$ cat config.mk
export PLATFORM = sky130hd
export DESIGN_NAME = costas_qpsk_track
export DESIGN_NICKNAME = d
export VERILOG_FILES = /design/src/rtl/costas_qpsk_track.sv
export SDC_FILE = /design/constraint.sdc
export NUM_CORES = 2
export LEC_CHECK = 0
export ABC_AREA = 1
export BUFFER_PORTS_ARGS = -buffer_cell sky130_fd_sc_hd__buf_2
export CAP_MARGIN = 20
export CORE_MARGIN = 1.5
export CORE_UTILIZATION = 66
export DETAILED_ROUTE_END_ITERATION = 16
export GPL_TIMING_DRIVEN = 0
export PLACE_DENSITY_LB_ADDON = 0.25
export SLEW_MARGIN = 10
export SYNTH_ARGS = -nofsm -noshare
export SYNTH_HDL_FRONTEND = slang
export SYNTH_SLANG_ARGS = --single-unit
$ cat constraint.sdc
create_clock -name clk -period 16.9 [get_ports clk]
set_input_delay 0 -clock clk [delete_from_list [all_inputs] [get_ports clk]]
set_output_delay 0 -clock clk [all_outputs]
set_load 0.02 [all_outputs]
$ cat src/rtl/costas_qpsk_track.sv
module costas_qpsk_track #(
  parameter int DW = 32,
  parameter int WW = 32,
  parameter int CW = 16,
  parameter int P_SHIFT = 16,
  parameter int I_SHIFT = 20,
  parameter int BLK = 8,
  parameter logic [WW-1:0] CARRIER_WORD = 32'd660764199
) (
  input  logic          clk,
  input  logic          rst,
  input  logic          in_valid,
  input  logic [DW-1:0] i_in,
  input  logic [DW-1:0] q_in,
  input  logic [CW-1:0] prop_gain,
  input  logic [CW-1:0] int_gain,
  input  logic [WW-1:0] coarse_word,
  input  logic          coarse_load,
  input  logic          coarse_en,
  output logic [WW-1:0] fcw_out,
  output logic          fcw_valid
);
  localparam int EW   = DW + 2;
  localparam int CNTW = (BLK > 1) ? $clog2(BLK) : 1;
  localparam int SW   = EW + CNTW;
  localparam int PW   = SW + CW;
  localparam logic signed [PW:0] W_MAX = (PW+1)'({1'b0, {(WW-1){1'b1}}});
  localparam logic signed [PW:0] W_MIN = -W_MAX - 1;

  logic [CNTW-1:0]        cnt;
  logic signed [SW-1:0]   acc;
  logic signed [WW-1:0]   integ;
  logic [WW-1:0]          coarse_q;

  logic signed [EW-1:0] i_x, q_x, term_a, term_b, err;
  logic signed [SW-1:0] blk_sum;
  logic signed [PW-1:0] prod_p, prod_i;
  logic signed [PW:0]   p_sh, i_sum;
  logic signed [WW-1:0] prop_c, integ_nx;
  logic [WW-1:0]        fcw_nx;
  logic                 last;

  function automatic logic signed [WW-1:0] clip(input logic signed [PW:0] v);
    if (v > W_MAX) return W_MAX[WW-1:0];
    if (v < W_MIN) return W_MIN[WW-1:0];
    return v[WW-1:0];
  endfunction

  assign i_x    = {{2{i_in[DW-1]}}, i_in};
  assign q_x    = {{2{q_in[DW-1]}}, q_in};
  assign term_a = i_in[DW-1] ? -q_x : q_x;
  assign term_b = q_in[DW-1] ? -i_x : i_x;
  assign err    = term_a - term_b;

  assign blk_sum = acc + {{CNTW{err[EW-1]}}, err};
  assign last    = (cnt == CNTW'(BLK - 1));

  assign prod_p = $signed(prop_gain) * blk_sum;
  assign prod_i = $signed(int_gain) * blk_sum;
  assign p_sh   = {prod_p[PW-1], prod_p >>> P_SHIFT};
  assign i_sum  = {{(PW+1-WW){integ[WW-1]}}, integ} + {prod_i[PW-1], prod_i >>> I_SHIFT};

  assign prop_c   = clip(p_sh);
  assign integ_nx = clip(i_sum);
  assign fcw_nx   = CARRIER_WORD + prop_c + integ_nx + (coarse_en ? coarse_q : '0);

  always_ff @(posedge clk) begin
    if (rst) begin
      cnt       <= '0;
      acc       <= '0;
      integ     <= '0;
      coarse_q  <= '0;
      fcw_out   <= CARRIER_WORD;
      fcw_valid <= 1'b0;
    end else begin
      fcw_valid <= 1'b0;
      if (coarse_load) coarse_q <= coarse_word;
      if (in_valid) begin
        if (last) begin
          cnt       <= '0;
          acc       <= '0;
          integ     <= integ_nx;
          fcw_out   <= fcw_nx;
          fcw_valid <= 1'b1;
        end else begin
          cnt <= cnt + 1'b1;
          acc <= blk_sum;
        end
      end
    end
  end
endmodule

# Word level (Yosys, flattened, before mapping)
# Index checks and enable logic that the tools add are counted.
# totals
register_bits	137
input_bits	133
out_inout_bits	33
# op_classes
addsub	9
n_mul	2
n_lt_le_gt_ge	4
n_eq_ne	1
n_mux	20
bitwise_logic	1
n_reduce_logical	2
# ops
op	count
2-to-1 mux 32 bit	9
multiplier 16 x 37 -> 53 bit	2
2-to-1 mux 34 bit	2
negation 32 -> 34 bit	2
adder 32 bit	2
adder 37 bit	1
greater-than comparator 37 x 32 -> 1 bit (second input constant)	1
< comparator 37 x 32 -> 1 bit (second input constant)	1
2-to-1 mux 37 bit	1
adder 32 x 33 -> 34 bit	1
greater-than comparator 34 x 32 -> 1 bit (second input constant)	1
< comparator 34 x 32 -> 1 bit (second input constant)	1
subtractor 34 bit	1
adder 30 x 32 -> 32 bit (first input constant)	1
2-to-1 mux 1 bit	7
adder 3 x 1 -> 3 bit (second input constant)	1
== test 3 bit (second input constant)	1
2-to-1 mux 3 bit	1
AND reduction 2 bit	1
OR reduction 2 bit	1
NOT 1 bit	1

# Logic depth before layout (Yosys ltp)
# logic_depth
word_depth	13
mapped_depth	98

# Least setup slack after synthesis
# Ideal clock, no wire load.
# synth_path
path_kind	input port to flip-flop
start	input i_in[1]
end	register fcw_out[24]
arrival_time_ns	13.427
setup_slack_ns	3.358
stages	83
path_buffers	4
path_cell_list	inv_1 ha_1 nand4_1 nor3_2 nand3_1 nor2_1 inv_1 o21ai_0 xor2_1 ha_1 nand2_1 nor2_1 inv_1 nor3_1 nand3_1 nand4_1 nand2_1 nand2_1 (+47 left out) inv_2 buf_6 buf_6 a21oi_2 fa_1 inv_1 fa_1 ha_1 a21oi_1 o21ai_0 nand2_1 nand3_1 a21boi_0 or2_2 o21ai_0 or2_2 nand3_1 nand2_1
# synth_between
elab_chain_len	13
elab_cells_between_ends	26
# synth_lines
element	line_no	rtl
start, declared	13	input logic [DW-1:0] i_in,
negation 32 -> 34 bit	52	assign term_b = q_in[DW-1] ? -i_x : i_x;
2-to-1 mux 34 bit (*)	52	
subtractor 34 bit (*)	53	assign err = term_a - term_b;
adder 37 bit (*)	55	assign blk_sum = acc + {{CNTW{err[EW-1]}}, err};
multiplier 16 x 37 -> 53 bit (on tied branches)	58, 59	
< comparator 37 x 32 -> 1 bit or adder 32 x 33 -> 34 bit (tied branches)	45, 61	
2-to-1 mux 1 bit or < comparator 34 x 32 -> 1 bit (tied branches)	45	if (v < W_MIN) return W_MIN[WW-1:0];
2-to-1 mux 1 bit	45	
2-to-1 mux 32 bit or 2-to-1 mux 1 bit (tied branches)	46, 45	
2-to-1 mux 32 bit (on tied branches)	45, 46	
adder 30 x 32 -> 32 bit or 2-to-1 mux 32 bit (tied branches)	65, 45	
adder 32 bit (*) (2 in a row)	65	assign fcw_nx = CARRIER_WORD + prop_c + integ_nx + (coarse_en ? coarse_q : '0);
end signal, assigned	83	fcw_out <= fcw_nx;
end, declared	20	output logic [WW-1:0] fcw_out,
# Every way passes the cells marked *; elsewhere a longest branch is shown, timed or not. The select of a mux whose other input is x is not followed.
# A chain may end at the register's enable or synchronous reset.

# Final worst setup path
# Same ends and word-level chain as after synthesis.

==> results.py <==
metrics = {
    "route": {
        "num_vias": 55790,
        "remaining_drc_errors": 0,
        "first_iter_violations": 7077,
        "drt-total-wl_um": 210600,
        "wire_per_inst_um": 22.34,
        "viasPerCell": 5.918,
        "dr.pass1.iters": 11,
        "ant_nets": 0,
    },
    "layout": {
        "drive_gt1_frac": 0.05481,
        "final_nets": 9941,
        "area_growth_pct": 6.202,
        "stdcell_count": 9426,
    },
    "critical_path": {
        "endpoint_kind": "register",
        "worstPathMaxFanout": 10,
        "arrival_ns": 16.75,
        "crit_top_cell": "nand2_1",
        "start_kind": "input port",
        "max_stage_delay_ns": 0.54,
        "r2r_start": "acc[0]",
        "regToRegSetupSlack_ns": 2.39,
        "crit_required_ns": 17.32,
        "r2r_cells": 61,
        "crit_slowest_cell": "fa_1",
        "r2r_end": "fcw_out[24]",
        "critPathKind": "input port to register",
    },
    "sta": {
        "fmax_mhz": 61.25,
        "finalHoldViolCount": 0,
        "tns_ns": 0,
        "tightest_slew_ns": 1.185,
        "period_share": 0.9660,
        "clock_skew_ns": 0.02294,
        "slew_violations": 0,
        "setup_viol": 0,
        "slew_headroom": 0.2098,
        "period_minus_slack_ns": 16.33,
    },
    "flow_run": {
        "drv_cap": 0,
    },
    "grt": {
        "grt_pass1_wl_um": 318800,
        "grt-ovfl-total": 0,
        "antenna_found_initial": 10,
        "grt_pass1_vias": 56100,
        "grt_start_max_net_pins": 17,
        "grtUsageTotal": 0.4761,
    },
    "floorplan": {
        "start_util": 0.6668,
        "die-area_um2": 89570,
        "die_y_um": 299.3,
        "io_pins": 166,
        "coreArea_um2": 86890,
        "die_x_um": 299.3,
        "rows": 108,
    },
    "clock_network": {
        "cts_buffers": 17,
        "clock_latency_ns": 0.49,
        "cts_tree": "done",
        "cts-root-buf": "clkbuf_16",
        "cts.sinks": 137,
        "clock_path_buffers": 2,
        "clkTransAtPathRegs_ns": 0.07,
        "h-tree-depth": 4,
    },
    "yosys": {
        "ys_warn_count": 0,
        "ys_seq_area_frac": 0.04734,
        "synth-simple-area-share": 0.2216,
        "synthCells": 8050,
        "synth_xor_area_frac": 0.03310,
        "synth_area_um2": 57940,
        "synth_compound_area_frac": 0.07118,
        "synth_mux_area_frac": 0,
        "yosys_register_bits": 137,
        "ys_types": 56,
        "synth_top_family_by_area": "adder cells",
        "synth.net_count": 9738,
        "syn_avg_cell_area_um2": 7.198,
        "synthAdderAreaFrac": 0.4832,
    },
    "outcome": {
        "outcome": "completed",
    },
    "place": {
        "dp.cells": 9348,
        "hpwlAfterDp_um": 180500,
        "portBuffers": 143,
        "gp_congestion": 1.044,
    },
    "hold_path": {
        "hold_end": "coarse_q[31]",
        "min_delay_path_depth": 4,
        "hp-start": "coarse_load",
        "hold_class": "input port to register",
    },
}
[worst max path at each step]
stage	startpoint	endpoint	slack (ns)	depth (start not counted)
2_1_floorplan	i_in[1]	fcw_out[24]	3.36	83
3_3_place_gp	i_in[1]	fcw_out[24]	-0.27	79
3_5_place_dp	i_in[1]	fcw_out[24]	-0.44	78
4_1_cts	i_in[1]	fcw_out[24]	0.02	79
5_1_grt	i_in[1]	fcw_out[27]	-0.05	81
6_report	i_in[1]	fcw_out[24]	0.57	80
[kinds of logic (layout without fill, tap and decap cells)]
group                      after synthesis  after routing
DFF                                    137            137
xor gates and xnor gates               219            219
and+or+nand+nor                       3217           3217
adders and majority gates             1555           1555
other                                    0              6
AOI/OAI and AO/OA                      748            748
buffers and inverters                 2174           2389
[critical path, delay by kind of cell]
| family | cells | cell delay [ns] |
|---|---|---|
| adders and majority gates | 14 | 5.95 |
| and+or+nand+nor | 37 | 6.27 |
| buffers and inverters | 14 | 1.62 |
| xor gates and xnor gates | 2 | 0.40 |
| AOI/OAI and AO/OA | 13 | 2.42 |
[per-layer routing]
metal | vias to the layer above | global-route usage | share of wire | wire, um
li1 | 24150 | - | - | -
met3 | 1033 | 0.1787 | 0.14 | 29880
met2 | 3874 | 0.6949 | 0.42 | 87930
met1 | 26720 | 0.5883 | 0.35 | 74710
met4 | 16 | 0.3224 | 0.085 | 17970
met5 | - | 0 | 0.00062 | 130
[cells in the mapped netlist, drive strengths merged]
| master | n | area, um^2 |
|---|---|---|
| nand2 | 1876 | 7074 |
| xnor2 | 63 | 551.8 |
| ha | 417 | 5218 |
| o21ai | 242 | 1219 |
| o31ai | 4 | 30.03 |
| nand3b | 8 | 60.06 |
| fa | 1138 | 22780 |
| a21oi | 375 | 1926 |
| a221oi | 2 | 17.52 |
| or4 | 1 | 7.510 |
| and2 | 7 | 43.79 |
| clkbuf | 195 | 732.0 |
| o221ai | 4 | 35.03 |
| o221a | 3 | 33.78 |
| nor3b | 3 | 22.52 |
| a31o | 1 | 8.760 |
| and3 | 2 | 12.51 |
| a211oi | 4 | 30.03 |
| inv | 1874 | 7034 |
| nor2 | 959 | 3625 |
| nand3 | 201 | 1016 |
| a221o | 1 | 10.01 |
| a21o | 25 | 187.7 |
| o211ai | 6 | 45.04 |
| dfxtp | 137 | 2743 |
| a31oi | 36 | 225.2 |
| buf | 95 | 513.0 |
| a211o | 1 | 8.760 |
| a21boi | 8 | 60.06 |
| clkinv | 10 | 37.54 |
| o21a | 10 | 75.07 |
| xor2 | 156 | 1366 |
| nor3 | 66 | 365.3 |
| o21bai | 25 | 202.7 |
| o21ba | 1 | 10.01 |
| or2 | 32 | 200.2 |
| nand4 | 50 | 319.1 |
| nor4 | 12 | 93.84 |
[cell type report]
class / instances / area, um^2
Sequential cell: 137 / 2743
Inverter: 1884 / 7082
Timing Repair Buffer: 186 / 1126
Tap cell: 1155 / 1445
Antenna cell: 6 / 15.01
Clock inverter: 12 / 141.4
Buffer: 288 / 1272
Fill cell: 7121 / 25350
Clock buffer: 19 / 442.9
Multi-Input combinational cell: 5739 / 47270
[stage by stage]
step	hold slack (ns)	instance area [um^2]	utilization	setup WS, ns
final	0.1102	61530	0.7082	0.5739
after global routing	0.09834	61520	0.7080	-0.04587
after detailed placement	0.2284	60100	0.6917	-0.4447
after floorplan	0.09460	57940	-	3.358
after CTS	0.07653	61040	0.7025	0.01571
after global placement	0.2216	60100	0.6917	-0.2698
[repair_timing]
item | CTS | global route
hold endpoints to repair | 35 | 0
buffers inserted | 0 | 8
endpoints found under the setup margin | 2 | 30
resized for setup | 1 | 134
hold buffers | 35 | 0
pin swaps | 0 | 11
[cell usage in the layout, fill, tap and decap left out, types with 9 or more instances in the layout]
cell type and instances:
a21o_1 25, a21oi_1 347, a21oi_2 24, a31oi_1 32, buf_1 16, buf_2 197
buf_4 22, clkbuf_1 184, clkbuf_16 17, clkbuf_2 9, clkinv_1 9, dfxtp_1 137
dlygate4sd3_1 35, fa_1 1136, ha_1 413, inv_1 1846, inv_2 26, nand2_1 1857
nand2_2 17, nand3_1 195, nand4_1 49, nor2_1 943, nor2_2 15, nor3_1 52
nor3_2 12, o21a_1 10, o21ai_0 219, o21ai_1 21, o21bai_1 22, or2_2 27
xnor2_1 58, xor2_1 148
[sequential cells by signal (all words and copies together) (netlist names)]
name / count
acc: 37
coarse_q: 32
fcw_out: 32
integ: 32
cnt: 3
fcw_valid: 1
Power is left out: the tool's default activity adds up to more than one toggle a clock period on the data nets, which glitch-free logic cannot reach.
